File: src/rtl/remap_pkg.sv
package remap_pkg;
  localparam int REG_W      = 32;
  localparam int FLASH_AW   = 19;
  localparam int CODE_W     = 5;
  localparam int CODE_LO    = 13;
  localparam int CODE_HI    = 18;
  localparam int LOG2_AT_LO = 14;
  localparam int CODE_RST   = 18;
  localparam int NCH        = 2;

  typedef enum logic [1:0] {
    SEL_SIZE = 2'd0,
    SEL_HARD = 2'd1,
    SEL_FAB  = 2'd2,
    SEL_NONE = 2'd3
  } reg_sel_e;
endpackage

File: src/rtl/remap_size_decode.sv
module remap_size_decode
  import remap_pkg::*;
#(
  parameter int CW  = CODE_W,
  parameter int FAW = FLASH_AW
) (
  input  logic [CW-1:0]  code,
  output logic [FAW-1:0] mask,
  output logic           code_ok
);
  localparam int SHIFT = LOG2_AT_LO - CODE_LO;

  int unsigned lg;

  always_comb begin
    code_ok = (int'(code) >= CODE_LO) && (int'(code) <= CODE_HI);
    lg      = code_ok ? (int'(code) + SHIFT) : FAW;
    mask    = '0;
    for (int b = 0; b < FAW; b++) begin
      mask[b] = (b < lg);
    end
  end
endmodule

File: src/rtl/remap_cfg_regs.sv
module remap_cfg_regs
  import remap_pkg::*;
#(
  parameter int RW  = REG_W,
  parameter int FAW = FLASH_AW,
  parameter int CW  = CODE_W,
  parameter int NC  = NCH
) (
  input  logic                clk,
  input  logic                rst_n,
  input  logic                wr_en,
  input  logic [1:0]          wr_sel,
  input  logic [RW-1:0]       wr_data,
  input  logic [1:0]          rd_sel,
  output logic [RW-1:0]       rd_data,
  output logic [CW-1:0]       size_code,
  output logic [NC-1:0][FAW-1:0] base_off,
  output logic [NC-1:0]       base_en
);
  logic [FAW-1:0] base_q [NC];

  logic unused_wr_hi;
  assign unused_wr_hi = &{1'b0, wr_data[RW-1:FAW]};

  always_ff @(posedge clk or negedge rst_n) begin
    if (!rst_n) begin
      size_code <= CW'(CODE_RST);
    end else if (wr_en && reg_sel_e'(wr_sel) == SEL_SIZE) begin
      size_code <= wr_data[CW-1:0];
    end
  end

  for (genvar c = 0; c < NC; c++) begin : g_base
    always_ff @(posedge clk or negedge rst_n) begin
      if (!rst_n) begin
        base_q[c] <= '0;
      end else if (wr_en && int'(wr_sel) == c + 1) begin
        base_q[c] <= wr_data[FAW-1:0];
      end
    end
    assign base_off[c] = {base_q[c][FAW-1:1], 1'b0};
    assign base_en[c]  = base_q[c][0];
  end

  always_comb begin
    rd_data = '0;
    case (reg_sel_e'(rd_sel))
      SEL_SIZE: rd_data = RW'(size_code);
      SEL_HARD: rd_data = RW'(base_q[0]);
      SEL_FAB:  rd_data = RW'(base_q[NC-1]);
      default:  rd_data = '0;
    endcase
  end
endmodule

File: src/rtl/remap_xlate.sv
module remap_xlate
  import remap_pkg::*;
#(
  parameter int AW  = REG_W,
  parameter int FAW = FLASH_AW
) (
  input  logic [AW-1:0]  addr,
  input  logic [FAW-1:0] base,
  input  logic           en,
  input  logic [FAW-1:0] mask,
  input  logic           code_ok,
  output logic [FAW-1:0] offset,
  output logic           hit
);
  logic [FAW-1:0] low;
  logic           active;

  assign low    = addr[FAW-1:0];
  assign active = en && code_ok;
  assign offset = active ? (base + (low & mask)) : low;
  assign hit    = (addr[AW-1:FAW] == '0) && ((low & ~mask) == '0);
endmodule

File: src/rtl/boot_remap_unit.sv
module boot_remap_unit
  import remap_pkg::*;
#(
  parameter int RW  = REG_W,
  parameter int FAW = FLASH_AW,
  parameter int CW  = CODE_W,
  parameter int NC  = NCH,
  localparam int MW = (NC > 1) ? $clog2(NC) : 1
) (
  input  logic          clk,
  input  logic          rst_n,
  input  logic          wr_en,
  input  logic [1:0]    wr_sel,
  input  logic [RW-1:0] wr_data,
  input  logic [1:0]    rd_sel,
  output logic [RW-1:0] rd_data,
  output logic          cfg_err,
  input  logic          in_valid,
  output logic          in_ready,
  input  logic [MW-1:0] in_master,
  input  logic [RW-1:0] in_addr,
  output logic          out_valid,
  input  logic          out_ready,
  output logic [FAW-1:0] out_offset,
  output logic          out_hit
);
  logic [CW-1:0]          size_code;
  logic [NC-1:0][FAW-1:0] base_off;
  logic [NC-1:0]          base_en;
  logic [FAW-1:0]         mask;
  logic                   code_ok;
  logic [NC-1:0][FAW-1:0] ch_off;
  logic [NC-1:0]          ch_hit;
  logic [FAW-1:0]         sel_off;
  logic                   sel_hit;

  remap_cfg_regs #(.RW(RW), .FAW(FAW), .CW(CW), .NC(NC)) u_regs (
    .clk(clk), .rst_n(rst_n), .wr_en(wr_en), .wr_sel(wr_sel),
    .wr_data(wr_data), .rd_sel(rd_sel), .rd_data(rd_data),
    .size_code(size_code), .base_off(base_off), .base_en(base_en)
  );

  remap_size_decode #(.CW(CW), .FAW(FAW)) u_size (
    .code(size_code), .mask(mask), .code_ok(code_ok)
  );

  for (genvar c = 0; c < NC; c++) begin : g_ch
    remap_xlate #(.AW(RW), .FAW(FAW)) u_xl (
      .addr(in_addr), .base(base_off[c]), .en(base_en[c]),
      .mask(mask), .code_ok(code_ok),
      .offset(ch_off[c]), .hit(ch_hit[c])
    );
  end

  always_comb begin
    sel_off = ch_off[0];
    sel_hit = ch_hit[0];
    for (int c = 1; c < NC; c++) begin
      if (int'(in_master) == c) begin
        sel_off = ch_off[c];
        sel_hit = ch_hit[c];
      end
    end
  end

  assign cfg_err  = !code_ok;
  assign in_ready = !out_valid || out_ready;

  always_ff @(posedge clk or negedge rst_n) begin
    if (!rst_n) begin
      out_valid  <= 1'b0;
      out_offset <= '0;
      out_hit    <= 1'b0;
    end else if (in_ready) begin
      out_valid <= in_valid;
      if (in_valid) begin
        out_offset <= sel_off;
        out_hit    <= sel_hit;
      end
    end
  end
endmodule

File: config.mk
export PLATFORM = sky130hd
export DESIGN_NAME = boot_remap_unit
export DESIGN_NICKNAME = d
export VERILOG_FILES = /design/src/rtl/remap_pkg.sv /design/src/rtl/remap_size_decode.sv /design/src/rtl/remap_cfg_regs.sv /design/src/rtl/remap_xlate.sv /design/src/rtl/boot_remap_unit.sv
export SDC_FILE = /design/constraint.sdc
export NUM_CORES = 1
export LEC_CHECK = 0
export BUFFER_PORTS_ARGS = -buffer_cell sky130_fd_sc_hd__buf_2
export CAP_MARGIN = 0
export CORE_MARGIN = 3
export CORE_UTILIZATION = 51
export CTS_CLUSTER_DIAMETER = 100
export DETAILED_ROUTE_END_ITERATION = 16
export PLACE_DENSITY = 0.78
export SLEW_MARGIN = 20
export SYNTH_ARGS = -nofsm -noshare
export SYNTH_HDL_FRONTEND = slang
export SYNTH_HIERARCHICAL = 1
export SYNTH_SLANG_ARGS = --single-unit
File: constraint.sdc
create_clock -name clk -period 3.4 [get_ports clk]
set_input_delay 0.85 -clock clk [delete_from_list [all_inputs] [get_ports clk]]
set_output_delay 0.85 -clock clk [all_outputs]
set_load 0.03 [all_outputs]
* Yosys cells after proc, flatten, opt, wreduce, memory -nomap -nowiden
Cells that the tools add are included.
** Word-level totals
- Input bits :: 74
- Register bits after elaboration :: 64
- Output and inout port bits :: 55
** Cells by class
- Bitwise logic cells :: 3
- Equal/unequal tests :: 4
- Order comparisons :: 21
- Multiplexer cells :: 5
- Reduce and logical (&&, ||, !) cells :: 15
- Add/subtract/negate cells :: 3
** Operator list (count)
- $lt A4 B32 Y1 const A :: 8
- $lt A3 B32 Y1 const A :: 4
- $lt A5 B32 Y1 const A :: 3
- $lt A1 B32 Y1 const A :: 2
- $lt A2 B32 Y1 const A :: 2
- $mux W19 :: 3
- $pmux W19 S3 :: 1
- $add A19 B19 Y19 :: 2
- $and A19 B19 Y19 :: 2
- $mux W32 :: 1
- $logic_not A19 Y1 :: 1
- $not A19 Y19 :: 1
- $logic_not A13 Y1 :: 1
- $logic_and A1 B1 Y1 :: 7
- $add A5 B1 Y6 const B :: 1
- $eq A2 B2 Y1 const B :: 3
- $ge A5 B4 Y1 const B :: 1
- $le A5 B5 Y1 const B :: 1
- $logic_not A2 Y1 :: 2
- $eq A2 B1 Y1 const B :: 1
- $logic_not A1 Y1 :: 2
- $reduce_and A2 Y1 :: 1
- $logic_or A1 B1 Y1 :: 1

* Logic depth before layout (Yosys ltp)
- Word-level depth :: 8
- Gate-level depth with buffers :: 20

* Modules after synthesis
Netlist, hierarchy kept.
** By module, submodules not included
- remap_cfg_regs :: times used 1, cells an instance 139, sequential area each 1078.5 µm², area an instance 2079.5 µm²
- remap_xlate at g_ch[1].u_xl :: times used 1, cells an instance 240, sequential area each 0.0 µm², area an instance 1488.9 µm²
- remap_xlate at g_ch[0].u_xl :: times used 1, cells an instance 211, sequential area each 0.0 µm², area an instance 1332.5 µm²
- boot_remap_unit :: times used 1, cells an instance 95, sequential area each 525.5 µm², area an instance 1126.1 µm²
- remap_size_decode :: times used 1, cells an instance 58, sequential area each 0.0 µm², area an instance 370.4 µm²

* Worst setup path before layout
No wires, ideal clock.
- Path kind :: flip-flop to flip-flop
- From :: reg u_regs.size_code[1]
- To :: reg out_offset[15]
- Data arrival time :: 3410 ps
- Path slack :: -151 ps
- Cell stages (with the launch flop) :: 17
- Period minus slack after synthesis :: 3551 ps
- Setup time :: 141 ps
- Cells stage by stage :: dfstp_2 nor3_1 or3_4 nor2_4 buf_6 nand3_1 and2_1 ha_1 nor2b_1 a311oi_2 o22ai_2 a221o_1 a211oi_2 xor2_1 o21ai_1 mux2i_1 a31oi_1
** RTL lines
- from (decl) :: line remap_cfg_regs.sv:16 : output logic [CW-1:0] size_code,
- from (signal assigned) :: line remap_cfg_regs.sv:27 : size_code <= CW'(CODE_RST);
- from (signal assigned) :: line remap_cfg_regs.sv:29 : size_code <= wr_data[CW-1:0];
- to (signal assigned) :: line boot_remap_unit.sv:77 : out_offset <= sel_off;
- to (decl) :: line boot_remap_unit.sv:24 : output logic [FAW-1:0] out_offset,

==> summary.txt <==
Run status
  – Status: finished, violations left
  – Failing checks: setup timing

Die
  – Ports: approximately 130
  – Chip Height: between 100 and 150 um
  – Core area: 0.01216 sq mm
  – FP Rows: 40
  – Starting Density: 52.60%
  – Chip Width: 118 um
  – Die area: 0.01392 sq mm

Clock network
  – Clock Latency Late Sink: between 0.3 and 0.4 ns
  – TritonCTS clock tree: done
  – Clk root buf: clkbuf_16
  – H-tree depth: 3
  – Clock sinks: 64
  – CTS clk-pin slew, worst paths: around 0.07 ns
  – CTS buffer count: 9
  – CTS Buffer Depth: 2

Route
  – Via Count: 6737
  – Routed WL: 22.53 mm
  – Vias per cell: 6.010
  – 1st-iter DRT viols: 626
  – Detail Route Antenna Nets: 0
  – DR WL/cell: 20.10 um
  – Drt drc: 0
  – DRT Pass-1 Iters: 5

Power
  – Switch Pwr: around 0.002 W
  – Tot Pwr: 0.004825 W
  – Cell Pwr Density: 551.2 mW/mm^2
  – Leakage: between 4 and 5 nW
  – Reg power frac: 22.5%
  – Logic gate share of total power: 57.7%
  – Internal: 0.002763 W
  – Peak supply drop: 0.5241 mV
  – Clk pwr share: a little under 20%
  – Sw frac: 42.73%

Critical path
  – R2r setup slk: -0.27 ns
  – Crit path max fanout: 3
  – R2R cell count: 18
  – Arr. time, crit path: 3.88 ns
  – Startpoint Class: register
  – Worst setup EP type: register
  – R2r startpoint: u_regs/size_code[1]$_DFFE_PN1P_
  – Worst r2r dst: out_offset[18]$_DFFE_PN0P_
  – Setup CP Type: reg -> reg
  – Worst Path Required: 3.60 ns

Layout
  – NumNets Final: 1063
  – Number of diodes: 0
  – Fill count: 858
  – Area grow syn2layout: 36.81%
  – Design Area, Final: roughly 0.009 sq mm
  – Share of cells above drive strength 1: a little over two fifths

Min path
  – Hold Crit Class: in -> async

Timing
  – Worst setup margin: -0.2718 ns
  – Setup TNS: -1.238 ns
  – Worst hold margin: 0.4410 ns
  – Clock skew: approximately 0.019 ns
  – RSZ-0062 raised after global routing: true
  – Slew @ Worst Pin: 0.7837 ns
  – Final worst path period share: 108.0%
  – Final setup violation count: 9
  – Final Max Tran Viols: 0
  – Maximum clock frequency: 0.2723 GHz
  – Fin crit period: 3.672 ns
  – Hold Vio Cnt, Final: 0
  – Relative slew slack: 47.60%

Synth
  – Primary FF master, synth: dfrtp_1
  – Post-Syn Instances: between 700 and 800
  – Synth Area per Inst: 8.610 sq um
  – FF+latch count, synth: between 60 and 70
  – Asr flop ratio synth: 100.0%
  – Sequential-to-total area share from yosys stat: 25.07%
  – Synth unique cells: 75
  – Cell taking the most area after synthesis: dfrtp_1
  – Cell Area, Synth: 0.006397 sq mm
  – Yosys warnings: 6
  – Post-synth EDFFs: 0
  – Synth area leaders: dfrtp_1 24%, ha_1 7.6%, mux2_4 4.7%
  – Synth top area share: 24.25%

Job
  – Max cap viols: 0

Global routing
  – First-pass GRT wire length: around 32 mm
  – Largest net degree at the start of global routing: 44
  – Initial antenna violation count: 0
  – Grt ovf: 0
  – Number of global-route vias before repair: 6127
  – Total Routing Usage GR: 28.72%

Place
  – Gpl congestion: 1.011
  – Place WS: -0.2795 ns
  – Post-DP HPWL: 14.50 mm
  – Buffers on Ports: 102
  – Dpl cell area: 0.007589 sq mm
-- synthesized netlist by cell type, types with 3 or more instances --
cell,instances
inv_1,59
buf_2,4
mux2_2,24
nor3_1,7
nor2b_1,4
a21oi_1,40
nand2_1,77
o21ai_1,6
nor4_1,11
buf_4,25
clkbuf_1,13
nand4_1,6
a21oi_2,11
and2_1,36
o2bb2ai_1,5
nor2_1,26
a21o_1,11
nand2b_1,5
xor2_1,16
mux2i_1,28
ha_1,39
nand3_1,14
and3_1,4
o311ai_0,5
o21bai_1,4
mux2_4,20
o22ai_1,12
dfrtp_1,62
or3b_1,3
a221oi_1,6
a211oi_2,3
o21ai_0,41
buf_6,10
o211ai_1,4
xnor2_1,11
a22o_1,14
o41ai_1,4
a31oi_1,26
-- critical path: stages (launching register included) --
cell and delay [ns]:
dfstp_2 0.38, inv_2 0.09, ha_4 0.14, nor3_1 0.04
or3_4 0.38, nor2_4 0.18, nand3_2 0.12, buf_6 0.13
and2_4 0.14, ha_4 0.27, o21ai_4 0.06, a211oi_2 0.23
buf_4 0.19, o2111ai_4 0.16, and4_4 0.20, o211ai_1 0.16
or3b_1 0.36, mux2i_1 0.20, a31oi_1 0.10
-- worst max-delay path by stage --
stage                                         start                         end  slack, ns  cells after the start
floorplan           u_regs/size_code[1]$_DFFE_PN1P_  out_offset[18]$_DFFE_PN0P_      0.009                     15
global placement    u_regs/size_code[1]$_DFFE_PN1P_  out_offset[18]$_DFFE_PN0P_      -0.25                     16
detailed placement  u_regs/size_code[1]$_DFFE_PN1P_  out_offset[18]$_DFFE_PN0P_      -0.28                     16
CTS                 u_regs/size_code[1]$_DFFE_PN1P_  out_offset[15]$_DFFE_PN0P_      -0.15                     17
global route        u_regs/size_code[1]$_DFFE_PN1P_  out_offset[18]$_DFFE_PN0P_      -0.34                     18
finish              u_regs/size_code[1]$_DFFE_PN1P_  out_offset[18]$_DFFE_PN0P_      -0.27                     18
-- cell type report --
type	instances	area, sq um	area share (%)
Clock inverter	5	56.30	0.6433
Clock buffer	11	242.7	2.773
Tap cell	168	210.2	2.402
Multi-Input combinational cell	583	4887	55.84
Sequential cell	64	1605	18.34
Timing Repair Buffer	231	1529	17.47
Inverter	59	221.5	2.530
-- sequential cells by signal (all words and copies together), names as in the netlist --
| register | flops |
|---|---|
| out_offset | 19 |
| u_regs/base_off | 36 |
| u_regs/size_code | 5 |
| out_hit | 1 |
| u_regs/base_en | 2 |
| out_valid | 1 |
-- cell families after synthesis --
group | count (synthesis) | share of synthesized area, %
AO/OA/AOI/OAI | 213 | 22.57
XOR/XNOR | 28 | 3.951
adder cells (fa/ha/maj) | 41 | 8.254
buffers and inverters | 114 | 9.857
flip-flops | 64 | 25.07
multiplexers | 72 | 13.30
other | 2 | 0.1174
AND/OR/NAND/NOR | 209 | 16.88
-- power groups by stage --
stage                     combinational (W)  clock (W)  sequential (W)
after floorplan                     0.00134          0         0.00113
after global placement              0.00213          0         0.00106
after detailed placement            0.00217          0         0.00107
after CTS                           0.00237   0.000969         0.00107
after global routing                0.00294   0.000994         0.00111
final                               0.00278   0.000955         0.00109
-- placed cells by master, fill, tap and decap left out, types with 6 or more instances in the layout --
cell type,synthesis,layout
clkbuf_16,0,9
dfrtp_1,62,61
mux2i_1,28,27
nor2_1,26,22
a21oi_1,40,27
xnor2_1,11,9
nor4_1,11,11
buf_2,4,102
nand4_1,6,6
a21o_1,11,11
nand3_2,1,6
inv_1,59,57
nand2_1,77,71
xor2_1,16,15
a22o_1,14,14
ha_4,0,20
mux2_2,24,24
o21ai_1,6,17
and2_1,36,26
o21ai_2,2,8
nand3_1,14,9
o21ai_0,41,22
a31oi_1,26,23
mux2_4,20,20
buf_4,25,120
a221oi_1,6,6
ha_1,39,19
buf_6,10,6
a21oi_2,11,23
o22ai_1,12,12
and2_4,0,10
conb_1,2,19
-- per-layer routing --
| metal | share of wire, % | up-vias | track usage (%) | wire, um |
|---|---|---|---|---|
| li1 | - | 3060 | - | - |
| met1 | 40 | 3154 | 38.58 | 8942 |
| met2 | 46 | 410 | 45.02 | 10410 |
| met3 | 8.7 | 113 | 5.863 | 1967 |
| met4 | 5.4 | 0 | 12.16 | 1211 |
| met5 | 0 | - | 0 | 0 |
-- metrics by stage --
stage	instances	util [%]
after global routing	1121	71.97
after floorplan	760	-
after detailed placement	1082	62.40
final	1121	71.97
after global placement	1082	62.40
after CTS	1107	68.32
-- timing repair --
action	in CTS	in global routing
hold buffers	0	0
setup endpoints to repair	11	14
pin swaps	37	27
gates resized for setup	71	76
setup buffers	8	14
gates cloned	1	0
(Power assumes the default switching activity.)
